**src/rtl/dbg_pkg.sv**
```systemverilog
package dbg_pkg;

    localparam logic [2:0] OP_LD_DIR = 3'b000;
    localparam logic [2:0] OP_LD_IND = 3'b001;
    localparam logic [2:0] OP_ST_DIR = 3'b010;
    localparam logic [2:0] OP_ST_IND = 3'b011;
    localparam logic [2:0] OP_RST_WR = 3'b110;

    localparam logic [1:0] PM_BUS = 2'b00;
    localparam logic [1:0] PM_INC = 2'b01;
    localparam logic [1:0] PM_PTR = 2'b10;

    typedef enum logic [2:0] {
        ST_IDLE,
        ST_ADDR,
        ST_WDATA,
        ST_BUSWR,
        ST_BUSRD,
        ST_TXBYTE,
        ST_RSTDATA
    } eng_state_t;

    typedef struct packed {
        logic       valid;
        logic       is_load;
        logic       indirect;
        logic       rst_wr;
        logic [1:0] asz;
        logic [1:0] pmode;
        logic [1:0] dsz;
    } dec_t;

endpackage

```
**src/rtl/dbg_opcode_dec.sv**
```systemverilog
module dbg_opcode_dec
    import dbg_pkg::*;
(
    input  logic [7:0] op_i,
    output dec_t       dec_o
);
    logic [2:0] grp;

    always_comb begin
        grp            = op_i[7:5];
        dec_o          = '0;
        dec_o.asz      = op_i[3:2];
        dec_o.pmode    = op_i[3:2];
        dec_o.dsz      = op_i[1:0];
        if (!op_i[4]) begin
            unique case (grp)
                OP_LD_DIR: begin
                    dec_o.valid   = 1'b1;
                    dec_o.is_load = 1'b1;
                end
                OP_ST_DIR: begin
                    dec_o.valid   = 1'b1;
                end
                OP_LD_IND: begin
                    dec_o.valid    = (op_i[3:2] != 2'b11);
                    dec_o.is_load  = 1'b1;
                    dec_o.indirect = 1'b1;
                end
                OP_ST_IND: begin
                    dec_o.valid    = (op_i[3:2] != 2'b11);
                    dec_o.indirect = 1'b1;
                end
                OP_RST_WR: begin
                    dec_o.valid  = 1'b1;
                    dec_o.rst_wr = 1'b1;
                end
                default: dec_o.valid = 1'b0;
            endcase
        end
    end
endmodule

```
**src/rtl/dbg_ptr_reg.sv**
```systemverilog
module dbg_ptr_reg #(
    parameter int PTR_BYTES = 4
) (
    input  logic                   clk,
    input  logic                   rst,
    input  logic                   wr_en,
    input  logic [1:0]             wr_idx,
    input  logic [7:0]             wr_byte,
    input  logic                   inc_en,
    output logic [8*PTR_BYTES-1:0] ptr_o
);
    localparam int PTR_W = 8 * PTR_BYTES;

    logic [PTR_W-1:0] ptr_q;
    logic [PTR_W-1:0] ptr_inc;

    assign ptr_inc = ptr_q + {{(PTR_W-1){1'b0}}, 1'b1};
    assign ptr_o   = ptr_q;

    for (genvar b = 0; b < PTR_BYTES; b++) begin : g_byte
        always_ff @(posedge clk) begin
            if (rst) begin
                ptr_q[8*b +: 8] <= 8'h00;
            end else if (wr_en && (int'(wr_idx) == b)) begin
                ptr_q[8*b +: 8] <= wr_byte;
            end else if (inc_en) begin
                ptr_q[8*b +: 8] <= ptr_inc[8*b +: 8];
            end
        end
    end
endmodule

```
**src/rtl/dbg_brk_track.sv**
```systemverilog
module dbg_brk_track (
    input  logic clk,
    input  logic rst,
    input  logic brk_i,
    input  logic byte_acc_i,
    output logic resync_o
);
    logic seen_q;

    assign resync_o = brk_i && seen_q;

    always_ff @(posedge clk) begin
        if (rst || resync_o) begin
            seen_q <= 1'b0;
        end else if (brk_i) begin
            seen_q <= 1'b1;
        end else if (byte_acc_i) begin
            seen_q <= 1'b0;
        end
    end
endmodule

```
**src/rtl/dbg_cmd_engine.sv**
```systemverilog
module dbg_cmd_engine
    import dbg_pkg::*;
#(
    parameter int ADDR_BYTES = 4
) (
    input  logic                    clk,
    input  logic                    rst,
    input  logic [7:0]              rx_data,
    input  logic                    rx_valid,
    output logic                    rx_ready,
    input  logic                    brk_pulse,
    output logic [7:0]              tx_data,
    output logic                    tx_valid,
    input  logic                    tx_ready,
    output logic [8*ADDR_BYTES-1:0] bus_addr,
    output logic [7:0]              bus_wdata,
    input  logic [7:0]              bus_rdata,
    output logic                    bus_rd,
    output logic                    bus_wr,
    input  logic                    bus_ready,
    input  logic                    ext_rst_req,
    output logic                    dev_reset
);
    localparam int ADDR_W = 8 * ADDR_BYTES;

    eng_state_t       state_q, state_d;
    dec_t             dec_in, cur_q;
    logic [ADDR_W-1:0] addr_q;
    logic [ADDR_W-1:0] ptr;
    logic [1:0]       idx_q;
    logic [7:0]       txbuf_q;
    logic [7:0]       wdata_q;
    logic [7:0]       rstreg_q;
    logic             rx_acc, resync, last_byte;
    logic             ptr_wr, ptr_inc;
    logic [1:0]       ptr_sel;

    dbg_opcode_dec u_dec (
        .op_i  (rx_data),
        .dec_o (dec_in)
    );

    dbg_brk_track u_brk (
        .clk        (clk),
        .rst        (rst),
        .brk_i      (brk_pulse),
        .byte_acc_i (rx_acc),
        .resync_o   (resync)
    );

    dbg_ptr_reg #(.PTR_BYTES(ADDR_BYTES)) u_ptr (
        .clk     (clk),
        .rst     (rst),
        .wr_en   (ptr_wr),
        .wr_idx  (idx_q),
        .wr_byte (rx_data),
        .inc_en  (ptr_inc),
        .ptr_o   (ptr)
    );

    assign rx_acc    = rx_valid && rx_ready;
    assign last_byte = (idx_q == cur_q.dsz);
    assign ptr_sel   = idx_q + 2'd1;

    // Next-state logic
    always_comb begin
        state_d = state_q;
        if (resync) begin
            state_d = ST_IDLE;
        end else begin
            unique case (state_q)
                ST_IDLE: begin
                    if (rx_acc && dec_in.valid) begin
                        if (dec_in.rst_wr) begin
                            state_d = ST_RSTDATA;
                        end else if (!dec_in.indirect) begin
                            state_d = ST_ADDR;
                        end else if (!dec_in.is_load) begin
                            state_d = ST_WDATA;
                        end else if (dec_in.pmode == PM_PTR) begin
                            state_d = ST_TXBYTE;
                        end else begin
                            state_d = ST_BUSRD;
                        end
                    end
                end
                ST_ADDR: begin
                    if (rx_acc && (idx_q == cur_q.asz)) begin
                        state_d = cur_q.is_load ? ST_BUSRD : ST_WDATA;
                    end
                end
                ST_WDATA: begin
                    if (rx_acc) begin
                        if (cur_q.indirect && (cur_q.pmode == PM_PTR)) begin
                            state_d = last_byte ? ST_IDLE : ST_WDATA;
                        end else begin
                            state_d = ST_BUSWR;
                        end
                    end
                end
                ST_BUSWR: begin
                    if (bus_ready) begin
                        state_d = last_byte ? ST_IDLE : ST_WDATA;
                    end
                end
                ST_BUSRD: begin
                    if (bus_ready) begin
                        state_d = ST_TXBYTE;
                    end
                end
                ST_TXBYTE: begin
                    if (tx_ready) begin
                        if (last_byte) begin
                            state_d = ST_IDLE;
                        end else if (cur_q.indirect && (cur_q.pmode == PM_PTR)) begin
                            state_d = ST_TXBYTE;
                        end else begin
                            state_d = ST_BUSRD;
                        end
                    end
                end
                ST_RSTDATA: begin
                    if (rx_acc) begin
                        state_d = ST_IDLE;
                    end
                end
                default: state_d = ST_IDLE;
            endcase
        end
    end

    // Pointer control strobes
    always_comb begin
        ptr_wr  = 1'b0;
        ptr_inc = 1'b0;
        if (!resync) begin
            if ((state_q == ST_WDATA) && rx_acc && cur_q.indirect
                && (cur_q.pmode == PM_PTR)) begin
                ptr_wr = 1'b1;
            end
            if (((state_q == ST_BUSWR) || (state_q == ST_BUSRD)) && bus_ready
                && cur_q.indirect && (cur_q.pmode == PM_INC)) begin
                ptr_inc = 1'b1;
            end
        end
    end

    // State register and datapath registers
    always_ff @(posedge clk) begin
        if (rst) begin
            state_q  <= ST_IDLE;
            cur_q    <= '0;
            addr_q   <= '0;
            idx_q    <= 2'd0;
            txbuf_q  <= 8'h00;
            wdata_q  <= 8'h00;
            rstreg_q <= 8'h00;
        end else begin
            state_q <= state_d;
            if (resync) begin
                idx_q <= 2'd0;
            end else begin
                unique case (state_q)
                    ST_IDLE: begin
                        if (rx_acc && dec_in.valid) begin
                            cur_q   <= dec_in;
                            idx_q   <= 2'd0;
                            addr_q  <= '0;
                            txbuf_q <= ptr[7:0];
                        end
                    end
                    ST_ADDR: begin
                        if (rx_acc) begin
                            addr_q[8*idx_q +: 8] <= rx_data;
                            idx_q <= (idx_q == cur_q.asz) ? 2'd0 : idx_q + 2'd1;
                        end
                    end
                    ST_WDATA: begin
                        if (rx_acc) begin
                            wdata_q <= rx_data;
                            if (cur_q.indirect && (cur_q.pmode == PM_PTR)) begin
                                idx_q <= last_byte ? 2'd0 : idx_q + 2'd1;
                            end
                        end
                    end
                    ST_BUSWR: begin
                        if (bus_ready) begin
                            idx_q <= last_byte ? 2'd0 : idx_q + 2'd1;
                            if (!cur_q.indirect) begin
                                addr_q <= addr_q + {{(ADDR_W-1){1'b0}}, 1'b1};
                            end
                        end
                    end
                    ST_BUSRD: begin
                        if (bus_ready) begin
                            txbuf_q <= bus_rdata;
                            if (!cur_q.indirect) begin
                                addr_q <= addr_q + {{(ADDR_W-1){1'b0}}, 1'b1};
                            end
                        end
                    end
                    ST_TXBYTE: begin
                        if (tx_ready) begin
                            idx_q <= last_byte ? 2'd0 : idx_q + 2'd1;
                            if (cur_q.indirect && (cur_q.pmode == PM_PTR)) begin
                                txbuf_q <= ptr[8*ptr_sel +: 8];
                            end
                        end
                    end
                    ST_RSTDATA: begin
                        if (rx_acc) begin
                            rstreg_q <= rx_data;
                        end
                    end
                    default: idx_q <= 2'd0;
                endcase
            end
        end
    end

    // Output logic
    always_comb begin
        rx_ready  = 1'b0;
        tx_valid  = 1'b0;
        bus_rd    = 1'b0;
        bus_wr    = 1'b0;
        tx_data   = txbuf_q;
        bus_wdata = wdata_q;
        bus_addr  = cur_q.indirect ? ptr : addr_q;
        dev_reset = (rstreg_q != 8'h00) || ext_rst_req;
        unique case (state_q)
            ST_IDLE, ST_ADDR, ST_WDATA, ST_RSTDATA: rx_ready = 1'b1;
            ST_BUSWR:  bus_wr   = 1'b1;
            ST_BUSRD:  bus_rd   = 1'b1;
            ST_TXBYTE: tx_valid = 1'b1;
            default:   rx_ready = 1'b0;
        endcase
    end
endmodule

```
**config.mk**
```make
export PLATFORM = sky130hd
export DESIGN_NAME = dbg_cmd_engine
export DESIGN_NICKNAME = d
export VERILOG_FILES = /design/src/rtl/dbg_pkg.sv /design/src/rtl/dbg_opcode_dec.sv /design/src/rtl/dbg_ptr_reg.sv /design/src/rtl/dbg_brk_track.sv /design/src/rtl/dbg_cmd_engine.sv
export SDC_FILE = /design/constraint.sdc
export NUM_CORES = 1
export LEC_CHECK = 0
export BUFFER_PORTS_ARGS = -buffer_cell sky130_fd_sc_hd__buf_2
export CELL_PAD_IN_SITES_DETAIL_PLACEMENT = 1
export CELL_PAD_IN_SITES_GLOBAL_PLACEMENT = 1
export CORE_MARGIN = 4
export CORE_UTILIZATION = 40
export CTS_BUF_LIST = sky130_fd_sc_hd__clkbuf_8 sky130_fd_sc_hd__clkbuf_16
export DETAILED_ROUTE_END_ITERATION = 6
export PLACE_DENSITY = 0.79
export REMOVE_ABC_BUFFERS = 1
export SLEW_MARGIN = 10
export SYNTH_ARGS = -nofsm -noshare
export SYNTH_HDL_FRONTEND = slang
export SYNTH_HIERARCHICAL = 1
export SYNTH_SLANG_ARGS = --single-unit
```
**constraint.sdc**
```tcl
create_clock -name clk -period 3.6 [get_ports clk]
set_input_delay 0.54 -clock clk [delete_from_list [all_inputs] [get_ports clk]]
set_output_delay 0.54 -clock clk [all_outputs]
set_load 0.1 [all_outputs]
```
==> flow_metrics.env <==
export IMPL_status="finished, final reports clean"
export IMPL_cts_setup_buffers=0
export IMPL_grt_pass1_vias=7728
export IMPL_post_route_period_util_pct=78.0
export IMPL_antenna_cells=0
export IMPL_worst_slack_ps=790
export IMPL_tritoncts="built"
export IMPL_arrival_ps=3110
export IMPL_period_minus_slack_ps=2810
export IMPL_grt_max_degree=47
export IMPL_worst_setup_path_start_kind="register"
export IMPL_yosysTopAreaCellShare_pct=27.8
export IMPL_post_place_ws_ps=565
export IMPL_post_cts_resized=0
export IMPL_place_gp_congestion=0.913
export IMPL_initial_utilization_pct=40.8
export IMPL_layout_nets=1005
export IMPL_via_per_inst=6.52
export IMPL_rows=49
export IMPL_synth_edf_count=0
export IMPL_drv_cap=0
export IMPL_ys_async_sr_fraction_pct=0
export IMPL_portBuffers=75
export IMPL_slew_viol_final=0
export IMPL_hold_start="tx_data[2]$_SDFFE_PP0P_"
export IMPL_r2r_start="state_q[1]$_SDFFE_PP0P_"
export IMPL_clock_latency_ps=370
export IMPL_worst_path_largest_cell_delay_ps=760
export IMPL_drt_wl_total_um=28400
export IMPL_grt_ovfl_total=0
export IMPL_setup_viol=0
export IMPL_crit_family="simple AND/OR/NAND/NOR gates"
export IMPL_root_buffer="clkbuf_16"
export IMPL_clkTransAtPathRegs_ps=80
export IMPL_ant_nets=0
export IMPL_first_pass_iters=7
export IMPL_tightest_slew_ps=944
export IMPL_synth_top_area_cell="dfxtp_1"
export IMPL_syn_avg_cell_area_um2=7.76
export IMPL_crit_chain="and3b_1 > nor2_2 > nor4_2 > buf_4 > nand2b_1 > nor2_1 > a32oi_1 > o211ai_1"
export IMPL_via_count=7883
export IMPL_fill_cells=2241
export IMPL_dpl_hpwl_um=19300
export IMPL_slew_headroom_pct=36.8
export IMPL_synth_seq_cells=102
export IMPL_yosys_cell_types_count=79
export IMPL_clockBufferDepth=2
export IMPL_cts_made_buffers=9
export IMPL_yosysSeqAreaShare_pct=27.8
export IMPL_fin_skew_ps=7.60
export IMPL_p_total_mw=3.40
export IMPL_grt_total_usage_pct=27.4
export IMPL_crit_buf_inv=1
export IMPL_ios=76
export IMPL_cts_sinks=102
export IMPL_r2r_setup_slack_ps=790
export IMPL_leakagePower_nw=2.89
export IMPL_crit_path_start="state_q[1]$_SDFFE_PP0P_"
export IMPL_dieArea_mm2=0.0206
export IMPL_crit_required_ps=3900
export IMPL_drc=0
export IMPL_syn_area_mm2=0.00735
export IMPL_final_setup_tns_ps=0
export IMPL_fmax_mhz=356
export IMPL_critPathMaxFanout=19
export IMPL_whs_ps=462
export IMPL_ys_warnings_count=6
export IMPL_core_area_mm2=0.0180
export IMPL_rsz0062_at_grt="no"
export IMPL_wl_per_cell_um=23.5
export IMPL_slowest_stage="nor2_1"
export IMPL_post_route_util_pct=45.2
export IMPL_grt_pass1_wl_um=44400
export IMPL_netlist_instances=947
export IMPL_fp_dieW_um=144
export IMPL_syn_to_final_growth_pct=10.9
export IMPL_netlist_top_cells_area="dfxtp_1, o21ai_0, mux2i_1"
export IMPL_fp_dieH_um=144
export IMPL_hold_class="register to register"
export IMPL_ctsHoldBuffers=0
export IMPL_crit_path_end_kind="register"
export IMPL_ir_drop_v=0.000384
export IMPL_power_density_mw_per_mm2=417
export IMPL_h_tree_depth=3
export IMPL_antenna_found_initial=0
export IMPL_drt_initial_drc_count=833
export IMPL_ys_flop_type="dfxtp_1"
export IMPL_drive_gt1_share_pct=17.1
export IMPL_worstSetupPathType="register to register"
export IMPL_hold_viol=0
## where the power goes
| group | switching [mW] | internal (mW) |
|---|---|---|
| Clock | 0.504 | 0.542 |
| Combinational | 0.836 | 0.302 |
| Sequential | 0.0433 | 1.17 |
| Total | 1.38 | 2.01 |
## layout by cell type, fill, tap and decap left out, drive strengths merged, types with 9 or more instances in the layout
cell type	netlist	layout
a211o	10	10
a21oi	69	69
a2bb2oi	10	10
a31oi	13	13
a32oi	9	9
and2	12	12
and3	11	11
and4	12	12
buf	19	101
clkbuf	65	9
dfxtp	102	102
inv	26	26
mux2	26	26
mux2i	36	36
nand2	72	72
nand3	33	33
nand4	28	28
nor2	84	84
nor2b	29	29
nor3	19	19
nor4	18	18
o211ai	12	12
o21ai	74	74
o32ai	15	15
or3	9	9
or4	13	13
## synthesized netlist by cell type (all sizes together), types with 8 or more instances
master,number
o32ai,15
nand2b,8
and3,11
a2bb2oi,10
o211ai,12
nand4,28
mux2i,36
mux2,26
and2,12
and4,12
nor2,84
nand3,33
inv,26
or4,13
o21ai,74
a32oi,9
nor3b,8
nor3,19
nand2,72
nor2b,29
clkbuf,65
a31oi,13
nor4,18
mux4,8
a21oi,69
buf,19
xnor2,8
or3,9
dfxtp,102
a211o,10
## cell type report
type                            instances  area, um2  area share (%)
Tap cell                              229        287            3.52
Timing Repair Buffer                  101        571            7.00
Clock buffer                            9        225            2.76
Sequential cell                       102       2040            25.1
Multi-Input combinational cell        735       4850            59.5
Inverter                               26       97.6            1.20
Clock inverter                          7       75.1           0.922
## routing by layer
layer | part of all wire (%) | track usage, %
met1 | 44 | 37.8
met4 | 2.1 | 7.68
met3 | 7.9 | 4.16
met2 | 46 | 44.7
met5 | 0 | 0
## worst min-delay path, cell delays in order, from the launching register on
cell and delay [ps]:
dfxtp_1 310, nand2_1 50, a21oi_1 50
## per-stage QoR
step,instances,instance area [um2]
finish,1209,8150
global route,1209,8150
CTS,1209,8150
detailed placement,1193,7850
global placement,1193,7850
floorplan,863,6980
## flip-flops by register name, summed over array words and instances, names as in the netlist
name,count
addr_q,32
u_ptr/ptr_o,32
bus_wdata,8
cur_q,8
rstreg_q,8
tx_data,8
state_q,3
idx_q,2
u_brk/seen_q,1
## cells by family after synthesis
family,synth area share (%)
AO/OA/AOI/OAI,22.7
XOR/XNOR,1.79
adder cells (fa/ha/maj),1.19
buffers and inverters,6.30
flip-flops,27.8
multiplexers,11.3
AND/OR/NAND/NOR,28.8
## path summary, 6_finish.rpt
path / depth (start not counted) / endpoint
setup / recovery: 8 / u_ptr/ptr_o[30]$_SDFFE_PP0P_
hold / removal: 2 / tx_data[2]$_SDFFE_PP0P_
setup reg to reg: 8 / u_ptr/ptr_o[30]$_SDFFE_PP0P_
hold reg to reg: 2 / tx_data[2]$_SDFFE_PP0P_
Power figures use the tool's default switching activity.
